**src/rtl/iexu_pkg.sv**
```systemverilog
package iexu_pkg;
  localparam int OPC_W  = 6;
  localparam int IDX_W  = 5;
  localparam int IMM_W  = 16;
  localparam int OPC_HI = 31;
  localparam int RS1_HI = 25;
  localparam int RS2_HI = 20;
  localparam int RD_HI  = 15;

  typedef enum logic [4:0] {
    ALU_ADD, ALU_SUB, ALU_MUL,
    ALU_AND, ALU_OR, ALU_XOR, ALU_NOR, ALU_XNOR,
    ALU_SLL, ALU_SRA, ALU_SRL,
    ALU_SXB, ALU_SXH,
    ALU_CEQ, ALU_CNE, ALU_CGT, ALU_CGE, ALU_CGTU, ALU_CGEU
  } alu_op_e;

  typedef enum logic [1:0] {
    SRC_REG, SRC_SEXT, SRC_ZEXT, SRC_HIGH
  } src_mode_e;

  typedef struct packed {
    logic      valid;
    alu_op_e   op;
    src_mode_e src;
  } dec_t;

  function automatic dec_t mk(input alu_op_e op, input src_mode_e src);
    dec_t d;
    d.valid = 1'b1;
    d.op    = op;
    d.src   = src;
    return d;
  endfunction
endpackage

```
**src/rtl/iexu_decode.sv**
```systemverilog
module iexu_decode
  import iexu_pkg::*;
(
  input  logic [OPC_W-1:0] opcode_i,
  output dec_t             dec_o
);
  always_comb begin
    dec_o = '{valid: 1'b0, op: ALU_ADD, src: SRC_REG};
    unique case (opcode_i)
      6'd45: dec_o = mk(ALU_ADD,  SRC_REG);
      6'd50: dec_o = mk(ALU_SUB,  SRC_REG);
      6'd34: dec_o = mk(ALU_MUL,  SRC_REG);
      6'd40: dec_o = mk(ALU_AND,  SRC_REG);
      6'd46: dec_o = mk(ALU_OR,   SRC_REG);
      6'd38: dec_o = mk(ALU_XOR,  SRC_REG);
      6'd33: dec_o = mk(ALU_NOR,  SRC_REG);
      6'd41: dec_o = mk(ALU_XNOR, SRC_REG);
      6'd47: dec_o = mk(ALU_SLL,  SRC_REG);
      6'd37: dec_o = mk(ALU_SRA,  SRC_REG);
      6'd32: dec_o = mk(ALU_SRL,  SRC_REG);
      6'd44: dec_o = mk(ALU_SXB,  SRC_REG);
      6'd55: dec_o = mk(ALU_SXH,  SRC_REG);
      6'd57: dec_o = mk(ALU_CEQ,  SRC_REG);
      6'd58: dec_o = mk(ALU_CGT,  SRC_REG);
      6'd59: dec_o = mk(ALU_CGE,  SRC_REG);
      6'd60: dec_o = mk(ALU_CGEU, SRC_REG);
      6'd61: dec_o = mk(ALU_CGTU, SRC_REG);
      6'd63: dec_o = mk(ALU_CNE,  SRC_REG);
      6'd13: dec_o = mk(ALU_ADD,  SRC_SEXT);
      6'd2:  dec_o = mk(ALU_MUL,  SRC_SEXT);
      6'd8:  dec_o = mk(ALU_AND,  SRC_ZEXT);
      6'd14: dec_o = mk(ALU_OR,   SRC_ZEXT);
      6'd6:  dec_o = mk(ALU_XOR,  SRC_ZEXT);
      6'd1:  dec_o = mk(ALU_NOR,  SRC_ZEXT);
      6'd9:  dec_o = mk(ALU_XNOR, SRC_ZEXT);
      6'd24: dec_o = mk(ALU_AND,  SRC_HIGH);
      6'd30: dec_o = mk(ALU_OR,   SRC_HIGH);
      6'd15: dec_o = mk(ALU_SLL,  SRC_SEXT);
      6'd5:  dec_o = mk(ALU_SRA,  SRC_SEXT);
      6'd0:  dec_o = mk(ALU_SRL,  SRC_SEXT);
      6'd25: dec_o = mk(ALU_CEQ,  SRC_SEXT);
      6'd26: dec_o = mk(ALU_CGT,  SRC_SEXT);
      6'd27: dec_o = mk(ALU_CGE,  SRC_SEXT);
      6'd28: dec_o = mk(ALU_CGEU, SRC_ZEXT);
      6'd29: dec_o = mk(ALU_CGTU, SRC_ZEXT);
      6'd31: dec_o = mk(ALU_CNE,  SRC_SEXT);
      default: ;
    endcase
  end
endmodule

```
**src/rtl/iexu_operand.sv**
```systemverilog
module iexu_operand
  import iexu_pkg::*;
#(
  parameter int DATA_W = 32
) (
  input  src_mode_e         mode_i,
  input  logic [DATA_W-1:0] reg_i,
  input  logic [IMM_W-1:0]  imm_i,
  output logic [DATA_W-1:0] opnd_o
);
  localparam int PAD_W = DATA_W - IMM_W;

  always_comb begin
    unique case (mode_i)
      SRC_SEXT: opnd_o = {{PAD_W{imm_i[IMM_W-1]}}, imm_i};
      SRC_ZEXT: opnd_o = {{PAD_W{1'b0}}, imm_i};
      SRC_HIGH: opnd_o = {imm_i, {PAD_W{1'b0}}};
      default:  opnd_o = reg_i;
    endcase
  end
endmodule

```
**src/rtl/iexu_alu.sv**
```systemverilog
module iexu_alu
  import iexu_pkg::*;
#(
  parameter int DATA_W = 32
) (
  input  alu_op_e           op_i,
  input  logic [DATA_W-1:0] a_i,
  input  logic [DATA_W-1:0] b_i,
  output logic [DATA_W-1:0] res_o
);
  localparam int SH_W = $clog2(DATA_W);

  logic [SH_W-1:0] shamt;
  logic            is_cmp;
  logic            eq, gts, gtu;

  assign shamt = b_i[SH_W-1:0];
  assign eq    = (a_i == b_i);
  assign gts   = ($signed(a_i) > $signed(b_i));
  assign gtu   = (a_i > b_i);
  assign is_cmp = op_i inside {ALU_CEQ, ALU_CNE, ALU_CGT, ALU_CGE, ALU_CGTU, ALU_CGEU};

  always_comb begin
    res_o = '0;
    unique case (op_i)
      ALU_ADD:  res_o = a_i + b_i;
      ALU_SUB:  res_o = a_i - b_i;
      ALU_MUL:  res_o = a_i * b_i;
      ALU_AND:  res_o = a_i & b_i;
      ALU_OR:   res_o = a_i | b_i;
      ALU_XOR:  res_o = a_i ^ b_i;
      ALU_NOR:  res_o = ~(a_i | b_i);
      ALU_XNOR: res_o = ~(a_i ^ b_i);
      ALU_SLL:  res_o = a_i << shamt;
      ALU_SRA:  res_o = $unsigned($signed(a_i) >>> shamt);
      ALU_SRL:  res_o = a_i >> shamt;
      ALU_SXB:  res_o = {{(DATA_W-8){a_i[7]}}, a_i[7:0]};
      ALU_SXH:  res_o = {{(DATA_W-16){a_i[15]}}, a_i[15:0]};
      ALU_CEQ:  res_o[0] = eq;
      ALU_CNE:  res_o[0] = !eq;
      ALU_CGT:  res_o[0] = gts;
      ALU_CGE:  res_o[0] = gts | eq;
      ALU_CGTU: res_o[0] = gtu;
      ALU_CGEU: res_o[0] = gtu | eq;
      default:  res_o = '0;
    endcase
  end

  always_comb begin
    if (is_cmp)
      assert_cmp_bool_R8: assert (res_o[DATA_W-1:1] == '0)
        else $error("compare result wider than one bit");
    if (op_i == ALU_ADD)
      assert_add_inverse_R3: assert (res_o - b_i == a_i)
        else $error("sum does not invert");
    if (op_i == ALU_SXB)
      assert_sxb_R10: assert ($signed(res_o) == $signed(a_i[7:0]))
        else $error("byte sign extension mismatch");
  end
endmodule

```
**src/rtl/int_exec_unit.sv**
```systemverilog
module int_exec_unit
  import iexu_pkg::*;
#(
  parameter int DATA_W = 32
) (
  input  logic [31:0]       instr_i,
  input  logic [DATA_W-1:0] opnd_a_i,
  input  logic [DATA_W-1:0] opnd_b_i,
  output logic [IDX_W-1:0]  rs1_idx_o,
  output logic [IDX_W-1:0]  rs2_idx_o,
  output logic [DATA_W-1:0] result_o,
  output logic [IDX_W-1:0]  dest_idx_o,
  output logic              wr_en_o
);
  dec_t              dec;
  logic [DATA_W-1:0] opnd_b;
  logic [DATA_W-1:0] alu_res;

  assign rs1_idx_o = instr_i[RS1_HI -: IDX_W];
  assign rs2_idx_o = instr_i[RS2_HI -: IDX_W];

  iexu_decode u_dec (
    .opcode_i (instr_i[OPC_HI -: OPC_W]),
    .dec_o    (dec)
  );

  iexu_operand #(.DATA_W(DATA_W)) u_opnd (
    .mode_i (dec.src),
    .reg_i  (opnd_b_i),
    .imm_i  (instr_i[IMM_W-1:0]),
    .opnd_o (opnd_b)
  );

  iexu_alu #(.DATA_W(DATA_W)) u_alu (
    .op_i  (dec.op),
    .a_i   (opnd_a_i),
    .b_i   (opnd_b),
    .res_o (alu_res)
  );

  always_comb begin
    dest_idx_o = (dec.src == SRC_REG) ? instr_i[RD_HI -: IDX_W] : instr_i[RS2_HI -: IDX_W];
    wr_en_o    = dec.valid && (dest_idx_o != '0);
    result_o   = dec.valid ? alu_res : '0;
  end

  always_comb begin
    assert_no_r0_write_R11: assert (!(wr_en_o && dest_idx_o == '0))
      else $error("write to register 0");
    if (dec.src == SRC_HIGH)
      assert_high_low_zero_R7: assert (opnd_b[DATA_W-IMM_W-1:0] == '0)
        else $error("high immediate has nonzero low half");
    if (!dec.valid)
      assert_unknown_quiet_R12: assert (!wr_en_o)
        else $error("unknown opcode writes");
  end
endmodule

```
**config.mk**
```make
export PLATFORM = sky130hd
export DESIGN_NAME = int_exec_unit
export DESIGN_NICKNAME = d
export VERILOG_FILES = /design/src/rtl/iexu_pkg.sv /design/src/rtl/iexu_decode.sv /design/src/rtl/iexu_operand.sv /design/src/rtl/iexu_alu.sv /design/src/rtl/int_exec_unit.sv
export SDC_FILE = /design/constraint.sdc
export NUM_CORES = 2
export LEC_CHECK = 0
export ABC_CLOCK_PERIOD_IN_PS = 24000
export BUFFER_PORTS_ARGS = -buffer_cell sky130_fd_sc_hd__buf_2
export CORE_UTILIZATION = 45
export DETAILED_ROUTE_END_ITERATION = 10
export PLACE_DENSITY_LB_ADDON = 0.1
export SLEW_MARGIN = 0
export SYNTH_ARGS = -nofsm -noshare
export SYNTH_HDL_FRONTEND = slang
export SYNTH_SLANG_ARGS = --single-unit
```
**constraint.sdc**
```tcl
create_clock -name vclk -period 24
set_input_delay 3.6 -clock vclk [all_inputs]
set_output_delay 3.6 -clock vclk [all_outputs]
set_load 0.03 [all_outputs]
```
==> summary.json <==
{
  "run_status": "complete, no violations",
  "route.detailed.wl_per_inst_um": 30.07,
  "placeableCoreArea_sq_mm": 0.05509,
  "global_route_wire_length_before_repair_mm": 177.2,
  "synthCells": 3364,
  "netlist_top_cells_area": "fa_1 (33%), ha_1 (11%), nor2_1 (7.1%)",
  "postCtsResizedCells": 0,
  "syn-cell-area_sq_mm": 0.02512,
  "timing.final.max_slew_violations": 0,
  "post_synth_xor_area_fraction_pct": 3.936,
  "number_of_antenna_violations_at_the_first_check_in_global_routing": 7,
  "critical_path.endpoint": "result_o[28]",
  "synth_top_family_by_area": "adder cells",
  "timing_worst_setup_path_type": "primary input to output port",
  "via_per_inst": 6.436,
  "final-setup-viol-count": 0,
  "required_ps": 20400,
  "setup.worst_path.end_class": "output port",
  "vias": 26360,
  "startpoint_type": "primary input",
  "post_route_cells_drive_above_1_share_pct": 8.283,
  "globalRoute.totalOverflow": 0,
  "io_pins": 144,
  "startpoint": "instr_i[29]",
  "yosys.area_share.adder_pct": 43.64,
  "area_growth_pct": 5.106,
  "hold_buffers": 0,
  "regArea_sq_um": 0,
  "grt_pass1_vias": 25750,
  "yosysWarnings": 0,
  "gr-usage-all-layers_pct": 43.03,
  "synth.mux.area_fraction_pct": 3.253,
  "transition_time_at_the_pin_with_the_least_slew_margin_ps": 1441,
  "post_cts.repair.setup_buffers": 0,
  "placement.cell_area_sq_mm": 0.02639,
  "gpl.final_weighted_congestion": 1.025,
  "die_area_sq_mm": 0.05676,
  "min_path_type": "primary input to output port",
  "avgSynthCellArea_sq_um": 7.466,
  "hpwl_mm": 94.51,
  "synth_top_cells_by_count": "nor2_1 (475), inv_1 (465), fa_1 (410)",
  "port-buffer-count": 134,
  "number_of_drc_violations_after_detailed_routing_iteration_0": 3175,
  "maxCapViolCount": 0,
  "max-slew-margin-rel_pct": 3.065,
  "worstHoldPathCells": 0,
  "critical-path-top-cell-by-count": "fa_1",
  "period_share_pct": 76.93,
  "drc": 0,
  "fraction_of_post_synthesis_cell_area_in_the_top_cell_type_by_area_pct": 32.68,
  "maximum_number_of_pins_on_one_net_before_global_route_repair": 63,
  "net_count_after_synthesis": 4090,
  "proportion_of_synthesized_chip_area_in_sequential_cells_pct": 0,
  "fp.dieW_um": 238.2,
  "floorplan.rows": 86,
  "synth_compound_gate_area_share_pct": 20.23,
  "synth_most_common_cell": "nor2_1",
  "fmax_ghz": 0.05416,
  "number_of_clock_buffers_in_the_layout": 0,
  "remaining_antenna_violation_count": 0,
  "path_max_fanout": 56,
  "critPathSlowestCell": "a2111oi_0",
  "netlist.top_cell.by_area": "fa_1",
  "netlist-cell-type-count": 87,
  "grt_setup_unrepaired": "no",
  "synth_simple_gate_area_share_pct": 17.77,
  "starting_density_of_the_core_pct": 45.59,
  "routed_wl_mm": 123.2,
  "worstPathArrival_ps": 14860,
  "fin_setup_tns_ps": 0,
  "cp_slowest_stage_delay_ps": 980,
  "final_net_count": 4072,
  "fin_hold_ws_ps": 7200,
  "drt_pass1_iterations": 6,
  "die_h_um": 238.2,
  "finalHoldViolations": 0,
  "number_of_sequential_cells_in_the_layout": 0,
  "stdcell_area_sq_mm": 0.02640,
  "finalWorstPathRequiredPeriod_ps": 18460,
  "postLayoutCoreUtil_pct": 47.92
}
-- cell usage in the layout (no fill, tap or decap), drive strengths merged, types with 8 or more instances in the layout --
cell type  count
a2111oi       10
a211o          9
a211oi        32
a21o          26
a21oi        196
a221o          9
a221oi        34
a22oi         17
a311oi         9
a31o           9
a31oi         36
and3          20
buf          213
clkinv        15
fa           410
ha           220
inv          470
mux2          13
mux2i         67
nand2        337
nand2b        19
nand3         90
nor2         483
nor2b         15
nor3          40
o2111ai       19
o211ai        44
o21a          14
o21ai        201
o21bai        22
o221ai        16
o22ai         24
o31ai          8
xnor2         76
xor2          16
-- stage by stage --
stage	std cells	worst slack (ps)
after floorplan	3364	7228
after global placement	4092	5989
after detailed placement	4092	5707
after CTS	4092	5703
after global routing	4092	5107
final	4095	5537
-- layout make-up --
cell class                 count  area [sq um]
multi-input combinational   2646         22370
inverter                     485          1822
timing repair buffer         213          1264
fill                        5654         28700
tap                          748         935.9
antenna                        3         7.507
-- worst min path at each step --
stage                     slack [ps]            to   startpoint
after floorplan                 7330  rs1_idx_o[0]  instr_i[21]
after global placement          7200  rs1_idx_o[1]  instr_i[22]
after detailed placement        7200  rs1_idx_o[1]  instr_i[22]
after CTS                       7200  rs1_idx_o[1]  instr_i[22]
after global routing            7200  rs1_idx_o[3]  instr_i[24]
final                           7200  rs1_idx_o[4]  instr_i[25]
-- layer usage --
layer	GRT usage [%]	vias up	wire length (um)
met4	22.94	2	7961
met5	0	-	10
met2	65.10	1733	52980
li1	-	11090	-
met1	57.54	13180	48860
met3	9.024	351	13350
-- cell families after synthesis --
group,after synthesis
multiplexers,80
XOR/XNOR,100
AND/OR/NAND/NOR,1051
adder cells (fa/ha/maj),630
buffers and inverters,718
AO/OA/AOI/OAI,785
-- worst max-delay path, delay by kind of cell --
kind / cells / cell delay, ps
compound gates: 12 / 3840
xor+xnor: 1 / 130
fa+ha+maj: 9 / 3900
buf+inv: 7 / 1870
mux: 1 / 920
simple gates: 3 / 600
